### config.mk
export PLATFORM = sky130hd
export DESIGN_NAME = ext_bus_arbiter
export DESIGN_NICKNAME = d
export VERILOG_FILES = /design/src/rtl/arb_pkg.sv /design/src/rtl/arb_req_sync.sv /design/src/rtl/arb_grant_fsm.sv /design/src/rtl/arb_stall_ctrl.sv /design/src/rtl/ext_bus_arbiter.sv
export SDC_FILE = /design/constraint.sdc
export NUM_CORES = 1
export LEC_CHECK = 0
export BUFFER_PORTS_ARGS = -buffer_cell sky130_fd_sc_hd__buf_2
export CORE_AREA = 2 2 39 41
export DETAILED_ROUTE_END_ITERATION = 16
export DIE_AREA = 0 0 41 43
export GPL_ROUTABILITY_DRIVEN = 0
export PLACE_DENSITY_LB_ADDON = 0.1
export SETUP_SLACK_MARGIN = 0.2
export SKIP_CTS_REPAIR_TIMING = 1
export SLEW_MARGIN = 30
export SYNTH_ARGS = -nofsm -noshare
export SYNTH_HDL_FRONTEND = slang
export SYNTH_SLANG_ARGS = --single-unit
export TNS_END_PERCENT = 30
### constraint.sdc
create_clock -name clk -period 1 [get_ports clk]
set_input_delay 0.2 -clock clk [delete_from_list [all_inputs] [get_ports clk]]
set_output_delay 0.2 -clock clk [all_outputs]
set_load 0.05 [all_outputs]
### src/rtl/arb_pkg.sv
package arb_pkg;
  typedef enum logic [1:0] {
    ARB_CORE    = 2'd0,
    ARB_LENT    = 2'd1,
    ARB_RETURN  = 2'd2
  } arb_state_t;
endpackage

### src/rtl/arb_req_sync.sv
module arb_req_sync #(
  parameter int STAGES = 2
) (
  input  logic clk,
  input  logic rst,
  input  logic async_i,
  output logic sync_o
);
  logic [STAGES-1:0] chain_q;

  always_ff @(posedge clk) begin
    if (rst) chain_q[0] <= 1'b0;
    else     chain_q[0] <= async_i;
  end

  for (genvar i = 1; i < STAGES; i++) begin : g_stage
    always_ff @(posedge clk) begin
      if (rst) chain_q[i] <= 1'b0;
      else     chain_q[i] <= chain_q[i-1];
    end
  end

  assign sync_o = chain_q[STAGES-1];
endmodule

### src/rtl/arb_grant_fsm.sv
module arb_grant_fsm
  import arb_pkg::*;
(
  input  logic       clk,
  input  logic       rst,
  input  logic       req_s_i,
  input  logic       xbusy_i,
  output arb_state_t state_o,
  output logic       grant_o,
  output logic       hiz_o
);
  arb_state_t state_q, state_d;
  logic       grant_q, hiz_q;

  always_comb begin
    state_d = state_q;
    unique case (state_q)
      ARB_CORE:   if (req_s_i && !xbusy_i) state_d = ARB_LENT;
      ARB_LENT:   if (!req_s_i)            state_d = ARB_RETURN;
      ARB_RETURN:                          state_d = ARB_CORE;
      default:                             state_d = ARB_CORE;
    endcase
  end

  always_ff @(posedge clk) begin
    if (rst) begin
      state_q <= ARB_CORE;
      grant_q <= 1'b0;
      hiz_q   <= 1'b0;
    end else begin
      state_q <= state_d;
      grant_q <= (state_d == ARB_LENT);
      hiz_q   <= (state_d == ARB_LENT);
    end
  end

  assign state_o = state_q;
  assign grant_o = grant_q;
  assign hiz_o   = hiz_q;

  p_grant_after_free_r3: assert property (@(posedge clk) disable iff (rst)
    $rose(grant_q) |-> $past(!xbusy_i));
  p_grant_needs_req_r2: assert property (@(posedge clk) disable iff (rst)
    $rose(grant_q) |-> $past(req_s_i));
  p_release_order_r7: assert property (@(posedge clk) disable iff (rst)
    $fell(grant_q) |-> state_q == ARB_RETURN);
endmodule

### src/rtl/arb_stall_ctrl.sv
module arb_stall_ctrl
  import arb_pkg::*;
(
  input  logic       clk,
  input  logic       rst,
  input  arb_state_t state_i,
  input  logic       req_s_i,
  input  logic       xreq_i,
  input  logic       xbusy_i,
  input  logic       run_on_i,
  output logic       stall_o
);
  logic lent_or_return;
  logic collide;

  assign lent_or_return = (state_i == ARB_LENT) || (state_i == ARB_RETURN);
  assign collide        = (state_i == ARB_CORE) && req_s_i && !xbusy_i && xreq_i;

  always_comb begin
    stall_o = 1'b0;
    if (lent_or_return) stall_o = !run_on_i || xreq_i;
    else if (collide)   stall_o = 1'b1;
  end

  p_core_xreq_held_r8: assert property (@(posedge clk) disable iff (rst)
    (state_i == ARB_CORE && req_s_i && !xbusy_i && xreq_i) |-> stall_o);
endmodule

### src/rtl/ext_bus_arbiter.sv
module ext_bus_arbiter
  import arb_pkg::*;
#(
  parameter int SYNC_STAGES = 2
) (
  input  logic clk,
  input  logic rst,
  input  logic bus_req_i,
  input  logic core_xreq_i,
  input  logic core_xbusy_i,
  input  logic run_on_i,
  output logic bus_hiz_o,
  output logic bus_grant_o,
  output logic core_stall_o
);
  logic       req_s;
  arb_state_t state;

  arb_req_sync #(.STAGES(SYNC_STAGES)) u_sync (
    .clk     (clk),
    .rst     (rst),
    .async_i (bus_req_i),
    .sync_o  (req_s)
  );

  arb_grant_fsm u_fsm (
    .clk     (clk),
    .rst     (rst),
    .req_s_i (req_s),
    .xbusy_i (core_xbusy_i),
    .state_o (state),
    .grant_o (bus_grant_o),
    .hiz_o   (bus_hiz_o)
  );

  arb_stall_ctrl u_stall (
    .clk      (clk),
    .rst      (rst),
    .state_i  (state),
    .req_s_i  (req_s),
    .xreq_i   (core_xreq_i),
    .xbusy_i  (core_xbusy_i),
    .run_on_i (run_on_i),
    .stall_o  (core_stall_o)
  );

  p_hiz_tracks_grant_r4: assert property (@(posedge clk) disable iff (rst)
    bus_hiz_o == bus_grant_o);
  p_halt_stalls_r5: assert property (@(posedge clk) disable iff (rst)
    (bus_grant_o && !run_on_i) |-> core_stall_o);
  p_runon_xreq_stalls_r6: assert property (@(posedge clk) disable iff (rst)
    (bus_grant_o && core_xreq_i) |-> core_stall_o);
  p_stall_after_drop_r7: assert property (@(posedge clk) disable iff (rst)
    ($fell(bus_grant_o) && !run_on_i) |-> core_stall_o);
endmodule

# Yosys cells after proc, flatten, opt, wreduce, memory -nomap -nowiden

Index checks and enable logic that the tools add are counted.

Register bits after elaboration: 5
Output and inout bits: 3
Logic and storage cells: 21

Mux-type cells: 5
Reductions and logical operators: 9
Equality and inequality tests: 3

Operator list:

| kind                                                | count |
|---|---|
| equality test 2 x 1 -> 1 bit, second input constant | 2 |
| logical AND 1 bit                                   | 4 |
| two-way mux 2 bit                                   | 2 |
| one-hot mux 2 bit (2 select lines)                  | 1 |
| equality test 2 bit, second input constant          | 1 |
| zero test 1 bit                                     | 2 |
| zero test 2 bit                                     | 1 |
| logical OR 1 bit                                    | 2 |
| two-way mux 1 bit                                   | 2 |

# Longest topological paths before layout

Depth after elaboration: 6
Mapped depth: 5
Depth with buffers taken out: 5

# By module

Synthesis repeated with hierarchy kept, for this count alone.

Cell total of the unflattened synthesis: 19
Area, all modules: 196.4 um^2

By module, submodules not included:

| module         | cells an instance | sequential area each (um^2) | area an instance (um^2) | instances |
|---|---|---|---|---|
| arb_grant_fsm  | 8                 | 60.1                        | 100.1                   | 1 |
| arb_req_sync   | 4                 | 40.0                        | 52.6                    | 1 |
| arb_stall_ctrl | 7                 | 0.0                         | 43.8                    | 1 |

# Least setup slack after synthesis

No wires, ideal clock.

Path kind: flip-flop to output port
From: register u_fsm.state_q[0], in the netlist u_fsm.state_o[0]
To: output port core_stall_o
Data arrival time: 1.757 ns
Stages on the path, launching flop included: 5
Path buffers: 0
Data required time: 0.800 ns
Slack: -0.957 ns
Cell sequence: dfxtp_1 -> inv_1 -> ha_1 -> nand3b_1 -> o21ai_0

Longest elaborated chain between the ends: 6
Elaborated cells on any way between the ends: 9
Those cells by class: eq/ne (2); mux (2); reduce/logical (5)

RTL lines:

| what                           | RTL line              | RTL |
|---|---|---|
| from (decl)                    | arb_grant_fsm.sv:12   | `arb_state_t state_q, state_d;` |
| from (signal assigned)         | arb_grant_fsm.sv:31   | `state_q <= state_d;` |
| zero test 2 bit                | arb_stall_ctrl.sv:17  | `assign collide = (state_i == ARB_CORE) && req_s_i && !xbusy_i && xreq_i;` |
| logical AND 1 bit (3 in a row) | arb_stall_ctrl.sv:17  |  |
| two-way mux 1 bit              | arb_stall_ctrl.sv:22  | `else if (collide) stall_o = 1'b1;` |
| two-way mux 1 bit *            | arb_stall_ctrl.sv:21  | `if (lent_or_return) stall_o = !run_on_i \|\| xreq_i;` |
| to (decl)                      | ext_bus_arbiter.sv:14 | `output logic core_stall_o` |

Every way passes the cells marked *; elsewhere a longest branch is shown, timed or not.

# Final worst setup path

Ends and elaborated chain as after synthesis.

==> impl_metrics.tcl <==
set metrics [dict create \
    status "complete, but fails checks" \
    violations "negative setup slack" \
    crit_required_ns 0.80 \
    synth_seq_cells 5 \
    grt_pass1_wl_um 724 \
    dpl.hpwl_um 404 \
    startpoint_type "register" \
    yosysTopAreaCellShare 0.412 \
    seq_area_frac_synth 0.412 \
    wl_met3_um 32 \
    floorplan.initialDensity 0.175 \
    rsz0062_at_grt "yes" \
    boundaryPins 9 \
    cts.htree.levels 1 \
    wl_met1_um 225 \
    clockBufferDepth 2 \
    hold_viol_final 0 \
    worstPathCellList "inv_2 -> ha_4 -> nand3b_1 -> o21ai_4 -> buf_6" \
    netlist_top_cells_area "dfxtp_1 41%, ha_1 10%, inv_1 7.7%" \
    crit_buf_inv 2 \
    p_per_area_nw_per_um2 1270 \
    fillCellCount 151 \
    ff_latch_area_um2 103 \
    cp_max_fo 2 \
    dieArea_um2 1760 \
    viasPerCell 3.78 \
    multi_input_area_um2 160 \
    worstMarginPinSlew_ns 0.214 \
    max_clock_freq_mhz 723 \
    crit_type "reg2out" \
    power_uw 555 \
    top_layer_used "met3" \
    synthesis.nets 34 \
    leakage_uw 0.000190 \
    cp.arrival_ns 1.18 \
    ant_nets 0 \
    ir_drop_v 0.000456 \
    crit_slowest_cell "dfxtp_2" \
    endpoint_kind "output pin" \
    netlist-cell-type-count 14 \
    root_buffer "clkbuf_4" \
    yosys_warnings 0 \
    initialDrtViolationCount 1 \
    wire_per_inst_um 8.35 \
    grt_max_degree 6 \
    setup_viol 4 \
    finalNetCount 53 \
    num_rows 14 \
    finalWirelength_um 501 \
    final_util 0.315 \
    port_buffers 8 \
    track_usage 0.0653 \
    clk_latency_ns 0.24 \
    drive_above_1_share 0.682 \
    diodes 0 \
    cts_tree "yes" \
    synth_top_area_cell "dfxtp_1" \
    synthCells 26 \
    overflow 0 \
    period_needed_ns 1.38 \
    cts_buffers 3 \
    area_growth_pct 79.4 \
    die_w_um 41 \
    crit_family "flip-flops" \
    vias 227 \
    period_share 1.38 \
    worst_clock_skew_ns 0.00743 \
    worst_path_largest_cell_delay_ns 0.31 \
    cts.sinks 5 \
    setup_slack_ns -0.383 \
    drcViolationCount 0 \
    antenna_found_initial 0 \
    fp.coreArea_um2 1380 \
    grt_pass1_vias 196 \
    drtPass1Iterations 3 \
    path_clk_slew_ns 0.05 \
    die_h_um 43 \
    syn_area_um2 243 \
    wl_met2_um 243 \
    syn_avg_cell_area_um2 9.34 \
    hp-class "in2reg" \
    slew_viol_final 0 \
    max_slew_margin 0.856 \
    maxCapViolations 0 \
]
==> cell usage in the layout, fill, tap and decap left out <==
cell / count
a221oi_2: 1
ha_2: 1
clkbuf_4: 3
inv_2: 2
buf_4: 8
a21oi_2: 1
dfxtp_2: 2
nand2_4: 1
a21o_1: 1
inv_1: 3
nand2b_1: 1
dfxtp_1: 3
and3b_2: 1
nand3b_1: 1
o21ai_4: 1
nor2b_1: 2
clkbuf_1: 1
o21ai_1: 2
buf_2: 5
buf_6: 2
ha_4: 1
a21o_4: 1
==> cells in the mapped netlist <==
| master | instances |
|---|---|
| a21o_1 | 1 |
| nand3b_1 | 1 |
| o21ai_0 | 3 |
| and3b_2 | 1 |
| nand2_1 | 1 |
| dfxtp_1 | 5 |
| a21o_2 | 1 |
| a221oi_2 | 1 |
| nor2b_1 | 2 |
| inv_1 | 5 |
| ha_1 | 2 |
| nand2b_1 | 1 |
| buf_4 | 1 |
| a21oi_1 | 1 |
==> area by class of cell <==
type                    count  area share
repair buffers             15       0.247
inverters                   5      0.0431
flip-flops and latches      5       0.236
multi-input cells          15       0.368
well taps                  16      0.0460
clock buffers               4      0.0603
==> where the power goes <==
group / total [uW] / leakage (uW) / internal, uW / switching, uW
logic: 117 / 0.000133 / 57.7 / 59.3
registers: 213 / 0.0000418 / 209 / 3.74
clock network: 225 / 0.0000150 / 150 / 75.1
total: 555 / 0.000190 / 417 / 138
==> metal layers <==
layer  vias to the layer above  global-route usage
met3                         0              0.0157
met5                         -                   0
met1                       100              0.0903
li1                        120                   -
met2                         7              0.0781
met4                         0              0.0600
==> worst paths after layout <==
kind / from / to / slack [ns] / depth (start not counted)
worst max register to register: u_fsm.state_o[0]$_SDFF_PP0_ / u_fsm.grant_o$_SDFF_PP0_ / -0.22 / 6
worst min register to register: u_sync.chain_q[0]$_SDFF_PP0_ / u_sync.sync_o$_SDFF_PP0_ / 0.43 / 1
worst max-delay path: u_fsm.state_o[0]$_SDFF_PP0_ / core_stall_o / -0.38 / 5
worst min-delay path: bus_req_i / u_sync.chain_q[0]$_SDFF_PP0_ / 0.17 / 2
==> flip-flops by register name, summed over array words and instances, names as in the netlist <==
name and cells:
u_sync.chain_q 1, u_sync.sync_o 1, u_fsm.grant_o 1, u_fsm.state_o 2
==> through the flow <==
stage | instance area (um2) | TNS [ns] | instances | hold slack, ns | setup slack (ns)
after CTS | 384 | -1.31 | 58 | 0.166 | -0.529
after floorplan | 268 | -0.419 | 26 | 0.262 | -0.228
after global placement | 358 | -0.897 | 54 | 0.416 | -0.275
after global routing | 435 | -1.19 | 60 | 0.184 | -0.429
after detailed placement | 358 | -0.963 | 54 | 0.418 | -0.275
final | 435 | -0.946 | 60 | 0.172 | -0.383
==> kinds of logic (layout without fill, tap and decap cells) <==
logic type                 Yosys count  in the layout  share of synthesized area
and+or+nand+nor                      6              6                      0.165
adders and majority gates            2              2                      0.103
DFF                                  5              5                      0.412
AOI/OAI and AO/OA                    7              7                      0.211
buffers and inverters                6             24                      0.108
No activity file was read; power rests on OpenSTA's default activity.
